===== src/rtl/qrun_pkg.sv =====
// Shared definitions for the queue run/halt command register.
// Assumes at most eight queues so the halt byte sits directly above the start byte.
package qrun_pkg;
    localparam int unsigned DEF_QUEUES = 8;

    // Per-queue state: running flag and outstanding halt
    typedef struct packed {
        logic run;
        logic halt_pend;
    } slot_state_t;
endpackage


===== src/rtl/qrun_decode.sv =====
// Splits a register write into per-queue start and halt strobes.
// Assumes the halt field mirrors the start field, NQ bits higher.
// A halt bit masks the start bit of the same queue.
module qrun_decode #(
    parameter int unsigned NQ = 8,
    localparam int unsigned DW = 2 * NQ
) (
    input  logic          wr,
    input  logic [DW-1:0] wdata,
    output logic [NQ-1:0] start_q,
    output logic [NQ-1:0] halt_q
);
    // Derive strobes; halt has priority over start for the same queue
    always_comb begin
        halt_q  = wr ? wdata[DW-1:NQ] : '0;
        start_q = wr ? (wdata[NQ-1:0] & ~wdata[DW-1:NQ]) : '0;
    end
endmodule


===== src/rtl/qrun_slot.sv =====
// State for one queue: run bit plus pending-halt flag.
// Assumes the start and halt strobes are single-cycle and mutually exclusive.
// The run bit falls only when a halt is pending and the engine reports idle.
module qrun_slot
    import qrun_pkg::*;
(
    input  logic clk,
    input  logic rst_n,
    input  logic start_i,
    input  logic halt_i,
    input  logic idle_i,
    output logic run_o
);
    slot_state_t st;

    // Advance run/halt state: drain completion first, then new requests
    always_ff @(posedge clk) begin
        if (!rst_n) begin
            st <= '0;
        end else if (st.halt_pend && idle_i) begin
            st.run       <= 1'b0;
            st.halt_pend <= 1'b0;
        end else if (halt_i && st.run) begin
            st.halt_pend <= 1'b1;
        end else if (start_i && !st.halt_pend) begin
            st.run <= 1'b1;
        end
    end

    assign run_o = st.run;
endmodule


===== src/rtl/qrun_cmd_reg.sv =====
// Queue run/halt command register for one port direction.
// Assumes one write port and a combinational read of the current state.
// Halts wait for per-queue idle before the run bit drops.
module qrun_cmd_reg #(
    parameter int unsigned NUM_QUEUES = qrun_pkg::DEF_QUEUES,
    localparam int unsigned REG_W = 2 * NUM_QUEUES
) (
    input  logic                  clk,
    input  logic                  rst_n,
    input  logic                  reg_wr,
    input  logic [REG_W-1:0]      reg_wdata,
    output logic [REG_W-1:0]      reg_rdata,
    output logic [NUM_QUEUES-1:0] q_run,
    input  logic [NUM_QUEUES-1:0] q_idle
);
    logic [NUM_QUEUES-1:0] start_q;
    logic [NUM_QUEUES-1:0] halt_q;

    qrun_decode #(.NQ(NUM_QUEUES)) u_dec (
        .wr      (reg_wr),
        .wdata   (reg_wdata),
        .start_q (start_q),
        .halt_q  (halt_q)
    );

    for (genvar q = 0; q < NUM_QUEUES; q++) begin : g_slot
        qrun_slot u_slot (
            .clk     (clk),
            .rst_n   (rst_n),
            .start_i (start_q[q]),
            .halt_i  (halt_q[q]),
            .idle_i  (q_idle[q]),
            .run_o   (q_run[q])
        );
    end

    // Read view: run bits low, halt field always zero
    always_comb begin
        reg_rdata = '0;
        reg_rdata[NUM_QUEUES-1:0] = q_run;
    end
endmodule


===== config.mk =====
export PLATFORM = sky130hd
export DESIGN_NAME = qrun_cmd_reg
export DESIGN_NICKNAME = d
export VERILOG_FILES = /design/src/rtl/qrun_pkg.sv /design/src/rtl/qrun_decode.sv /design/src/rtl/qrun_slot.sv /design/src/rtl/qrun_cmd_reg.sv
export SDC_FILE = /design/constraint.sdc
export NUM_CORES = 1
export LEC_CHECK = 0
export BUFFER_PORTS_ARGS = -buffer_cell sky130_fd_sc_hd__buf_2
export CAP_MARGIN = 15
export CORE_UTILIZATION = 39
export CTS_CLUSTER_DIAMETER = 100
export DETAILED_ROUTE_END_ITERATION = 10
export PLACE_DENSITY = 0.79
export SETUP_SLACK_MARGIN = 0.3
export SLEW_MARGIN = 20
export SYNTH_ARGS = -nofsm -noshare
export SYNTH_HDL_FRONTEND = slang
export SYNTH_SLANG_ARGS = --single-unit

===== constraint.sdc =====
create_clock -name clk -period 1 [get_ports clk]
set_clock_uncertainty 0.1 [all_clocks]
set_input_delay 0.2 -clock clk [delete_from_list [all_inputs] [get_ports clk]]
set_output_delay 0.2 -clock clk [all_outputs]
set_load 0.005 [all_outputs]

==> results of run 1 <==
state kept, by name, indices dropped and copies added (netlist names):
register,count
g_slot.u_slot.st,8
g_slot.u_slot.run_o,8
power by group through the flow:
| stage | Combinational, uW | Clock (uW) | Sequential [uW] |
|---|---|---|---|
| finish | 221 | 421 | 678 |
| detailed placement | 178 | 0 | 697 |
| CTS | 209 | 436 | 679 |
| floorplan | 164 | 0 | 699 |
| global route | 241 | 472 | 682 |
| global placement | 172 | 0 | 695 |
synth_stat cells (all sizes together):
| library cell | n | share of area (%) |
|---|---|---|
| o21a | 1 | 0.83 |
| nor4bb | 7 | 9.4 |
| and4bb | 1 | 1.4 |
| nand2b | 8 | 5.5 |
| nand2 | 7 | 2.9 |
| nand4b | 8 | 7.7 |
| a21boi | 9 | 7.4 |
| conb | 1 | 0.41 |
| buf | 26 | 22 |
| dfxtp | 16 | 35 |
| o211a | 7 | 7.7 |
stage by stage:
stage	std cells	power, uW	hold slack [ns]
final	156	1320	0.0792
after global routing	156	1400	0.0620
after CTS	155	1320	0.0719
after detailed placement	143	875	0.374
after global placement	143	867	0.367
after floorplan	98	863	0.251
cells by family (layout without fill, tap and decap cells):
family                 Yosys count  after routing
AND/OR/NAND/NOR                 31             31
AO/OA/AOI/OAI                   17             17
buffers and inverters           26             56
flip-flops                      16             16
other                            1              8
repair_timing:
action                     CTS  global route
resized for setup           10             8
setup endpoints to repair   32            32
setup buffers                8             1
pin swaps                    1             5
worst min-delay path by stage:
stage / start / endpoint / slack, ns / cells after the start
5_1_grt: q_idle[2] / g_slot[2].u_slot.st[0] / 0.06 / 3
3_5_place_dp: g_slot[1].u_slot.st[0] / g_slot[1].u_slot.st[0] / 0.37 / 2
3_3_place_gp: g_slot[1].u_slot.st[0] / g_slot[1].u_slot.st[0] / 0.37 / 2
2_1_floorplan: rst_n / g_slot[1].u_slot.st[0] / 0.25 / 1
6_report: q_idle[1] / g_slot[1].u_slot.st[0] / 0.08 / 3
4_1_cts: q_idle[2] / g_slot[2].u_slot.st[0] / 0.07 / 3
area by class of cell:
class | count | area [um2] | share of cell area, %
multi-input cells | 56 | 457 | 39.1
flip-flops and latches | 16 | 343 | 29.4
repair buffers | 52 | 297 | 25.4
clock buffers | 4 | 36.3 | 3.11
well taps | 28 | 35.0 | 3.00
metal layers:
layer,vias to the layer above,routed length (um)
met5,-,0
met4,0,0
met3,0,94
met2,24,975
met1,362,657
li1,371,-
==> results.yml, run 1 <==
power_and_ir_drop:
  leakagePower_uw: 0.000605
  p_int_uw: 1020
  p_per_area_nw_per_um2: 1130
  ir_worst_vdd_uv: 648
  p_clk_share_pct: 31.9
  seqPwrFrac_pct: 51.4
  comb_power_share_pct: 16.7
  switchingPower_uw: 301
  switching_share_pct: 22.8
routing:
  drc: 0
  routed-via-count: 757
  finalWirelength_mm: 1.73
  first_pass_iters: 2
  wl_per_cell_um: 11.1
  viasPerCell: 4.85
  ant_nets: 0
  drtIter0Drc: 8
clocking:
  cts.clk_slew.worst_paths_ns: 0.09
  cts_tree: "built"
  numCtsBuffers: 3
  holdBufCountCts: 0
  clock_tree.buffer_depth: 2
  clk_latency_ns: 0.28
  cts.sinks: 16
  htree_levels: 1
  cts_root_buf: "clkbuf_4"
logic_synthesis:
  yosysSeqAreaShare_pct: 35.2
  syn_area_um2: 910
  synth_compound_area_share_pct: 16.0
  synthAdderAreaFrac_pct: 0
  ys_seq_elements: 16
  synth_top_family_by_area: "simple AND/OR/NAND/NOR gates"
  syn-instance-count: 91
  muxShareOfSynthArea_pct: 0
  synth-warning-count: 0
  synth-simple-area-share_pct: 26.8
  syn_avg_cell_area_um2: 10.0
  yosys.area_share.xor_xnor_pct: 0
  synth_cell_type_count: 15
global_routing:
  grt_usage_pct: 13.3
  grt.busiest_layer: "met2"
  grt_util_met3_pct: 3.94
  met2_usage_pct: 26.0
  use_met1_pct: 14.1
  grt_start_max_net_pins: 17
  grt_pass1_vias: 675
  antenna_found_initial: 0
  grt_overflow: 0
  grt_pass1_wl_mm: 2.65
worst_setup_path:
  cp_slowest_cell: "dfxtp_2"
  crit_required_ns: 0.70
  rrSetupSlack_ns: 0.05
  crit_buf_inv: 1
  r2r_cells: 3
  cp.depth: 1
  path_delay_family: "flip-flops"
  rr_endpoint: "g_slot[3].u_slot.run_o"
  worstPathArrival_ns: 0.74
  crit_start: "g_slot[1].u_slot.run_o"
  slowest_delay_ns: 0.35
  cp_cell_sequence: "buf_2"
  rr_startpoint: "g_slot[3].u_slot.run_o"
  endpoint_kind: "output port"
  critPathKind: "flop to output port"
  crit_path_start_kind: "flop"
  worst-path-max-fanout: 3
  endpoint: "reg_rdata[1]"
run_status:
  violations: "negative setup slack"
  status: "finished with violations"
finish:
  post-route-util_pct: 52.8
  final_common_cell: "buf_2"
  areaGrowthSynthToFinish_pct: 28.3
  fin_nets: 156
  final_cell_mix: "42 x buf_2, 15 x dfxtp_2"
  nFillCells: 232
  drive_gt1_share_pct: 60.9
  stdcell_area_um2: 1170
  num_antenna_cells: 0
floorplan:
  ios: 51
  start_util_pct: 41.1
  die_x_um: 50.3
  die_y_um: 50.3
  die_area_um2: 2530
  coreArea_um2: 2210
  num_rows: 17
sta:
  slew_viol_final: 0
  min_period_ns: 1.04
  hold_viol: 0
  max_freq_mhz: 963
  final.setup.worst_slack_ns: -0.0381
  setup_viol: 16
  fin_tns_setup_ns: -0.533
  rsz0062_at_grt: "true"
  fin_crit_sh_pct: 104
placed_design:
  dp_slack_ns: -0.0431
  place.port_buffers: 42
  post-dp-hpwl_mm: 1.22
  gp_congestion: 0.592
  post_dp_cell_area_um2: 1000
hold_path:
  hold_path.class: "primary input to flop"
flow_run:
  drv_cap: 0
No activity file was read; power rests on OpenSTA's default activity.
==> run 2: changes to the inputs <==
SETUP_SLACK_MARGIN = unset   (was 0.3)
==> results.yml, run 2 (synthesis results as in run 1) <==
worst_setup_path:
  cp_cell_sequence: "buf_2"
  rrSetupSlack_ns: 0.05
  slowest_delay_ns: 0.35
  r2r_cells: 2
  crit_buf_inv: 1
  crit_required_ns: 0.70
  rr_endpoint: "g_slot[5].u_slot.run_o"
  worst-path-max-fanout: 3
  crit_path_start_kind: "flop"
  cp.depth: 1
  worstPathArrival_ns: 0.74
  critPathKind: "flop to output port"
  endpoint_kind: "output port"
  path_delay_family: "flip-flops"
  rr_startpoint: "g_slot[5].u_slot.st[0]"
  cp_slowest_cell: "dfxtp_2"
floorplan:
  num_rows: 17
  die_x_um: 50.3
  start_util_pct: 41.1
  die_y_um: 50.3
  ios: 51
  die_area_um2: 2530
  coreArea_um2: 2210
clocking:
  cts.clk_slew.worst_paths_ns: 0.09
  clk_latency_ns: 0.27
  clock_tree.buffer_depth: 2
  cts.sinks: 16
  numCtsBuffers: 3
  cts_tree: "built"
  cts_root_buf: "clkbuf_4"
  htree_levels: 1
power_and_ir_drop:
  p_per_area_nw_per_um2: 1090
  leakagePower_uw: 0.000578
  ir_worst_vdd_uv: 763
finish:
  num_antenna_cells: 0
  areaGrowthSynthToFinish_pct: 22.7
  nFillCells: 217
  multi_input_area_um2: 453
  post-route-util_pct: 50.5
  fin_nets: 154
  register_area_um2: 335
  drive_gt1_share_pct: 56.0
  final_common_cell: "buf_2"
  final_cell_mix: "42 x buf_2, 12 x dfxtp_2"
hold_path:
  hold_path.class: "primary input to flop"
  min-delay-start: "q_idle[0]"
  min_to: "g_slot[0].u_slot.run_o"
  hold_depth: 3
sta:
  hold_viol: 0
  setup_viol: 16
  max_freq_mhz: 964
  min_period_ns: 1.04
  slew_viol_final: 0
  fin_crit_sh_pct: 104
  final.setup.worst_slack_ns: -0.0375
  rsz0062_at_grt: "true"
run_status:
  status: "finished with violations"
  violations: "negative setup slack"
flow_run:
  drv_cap: 0
global_routing:
  grt_pass1_wl_mm: 3.12
  grt_overflow: 0
  grt_pass1_vias: 771
  antenna_found_initial: 0
  grt_usage_pct: 16.2
  grt_start_max_net_pins: 17
routing:
  finalWirelength_mm: 1.78
  routed-via-count: 753
  drtIter0Drc: 14
  viasPerCell: 4.92
  first_pass_iters: 4
  drc: 0
  ant_nets: 0
  wl_per_cell_um: 11.6
placed_design:
  post-dp-hpwl_mm: 1.32
  place.port_buffers: 42
  gp_congestion: 0.687
  dp_slack_ns: -0.0863
==> run 2: changes by cell type in the layout (fill, tap and decap cells not counted) <==
cell / change
buf_4: +1
buf_6: -3
dfxtp_2: -3
clkbuf_8: -1
a21boi_1: -6
a21boi_2: -1
dfxtp_1: +4
a21boi_0: +7
dfxtp_4: -1
==> run 2: how the worst max path moves through the flow <==
stage | from | to | slack (ns)
2_1_floorplan | g_slot[1].u_slot.st[0] | g_slot[1].u_slot.run_o | 0.1
3_3_place_gp | reg_wr | g_slot[1].u_slot.run_o | -0.003
3_5_place_dp | reg_wr | g_slot[2].u_slot.run_o | -0.09
4_1_cts | g_slot[3].u_slot.run_o | q_run[3] | -0.04
5_1_grt | g_slot[5].u_slot.run_o | reg_rdata[5] | -0.08
6_report | g_slot[5].u_slot.run_o | q_run[5] | -0.04
==> run 2: final cells by class <==
class                      count  area share (%)
clock buffer                   3            2.02
sequential                    16            30.0
tap                           28            3.14
multi-input combinational     56            40.6
timing repair buffer          50            24.2
==> run 2: timing repair <==
item / 4_1_cts / 5_1_grt
hold buffers: 0 / 0
setup buffers: 8 / 0
pin swaps: 0 / 3
resized for setup: 8 / 10
endpoints found under the setup margin: 16 / 22
==> run 2: metrics by stage <==
step                      total power [uW]  hold WS (ns)   TNS, ns  cells  cell area (um2)
after floorplan                        835         0.253         0     98              936
after global placement                 858         0.383  -0.00252    142              985
after detailed placement               868         0.390    -0.307    142              985
after CTS                             1230        0.0812    -0.571    153             1080
after global routing                  1290        0.0973     -1.11    153             1120
final                                 1210        0.0942    -0.358    153             1120
==> run 2: per-layer routing <==
layer / track usage (%) / share of wire, % / up-vias
met2: 31.8 / 54 / 32
met1: 16.1 / 37 / 353
met5: 0 / 0 / -
met3: 3.33 / 7.6 / 4
li1: - / - / 364
met4: 6.94 / 0.96 / 0
==> run 2: power breakdown <==
group          internal, uW  switching (uW)  total [uW]
registers               663            16.4         679
clock network           139             184         323
logic                   129            83.7         213
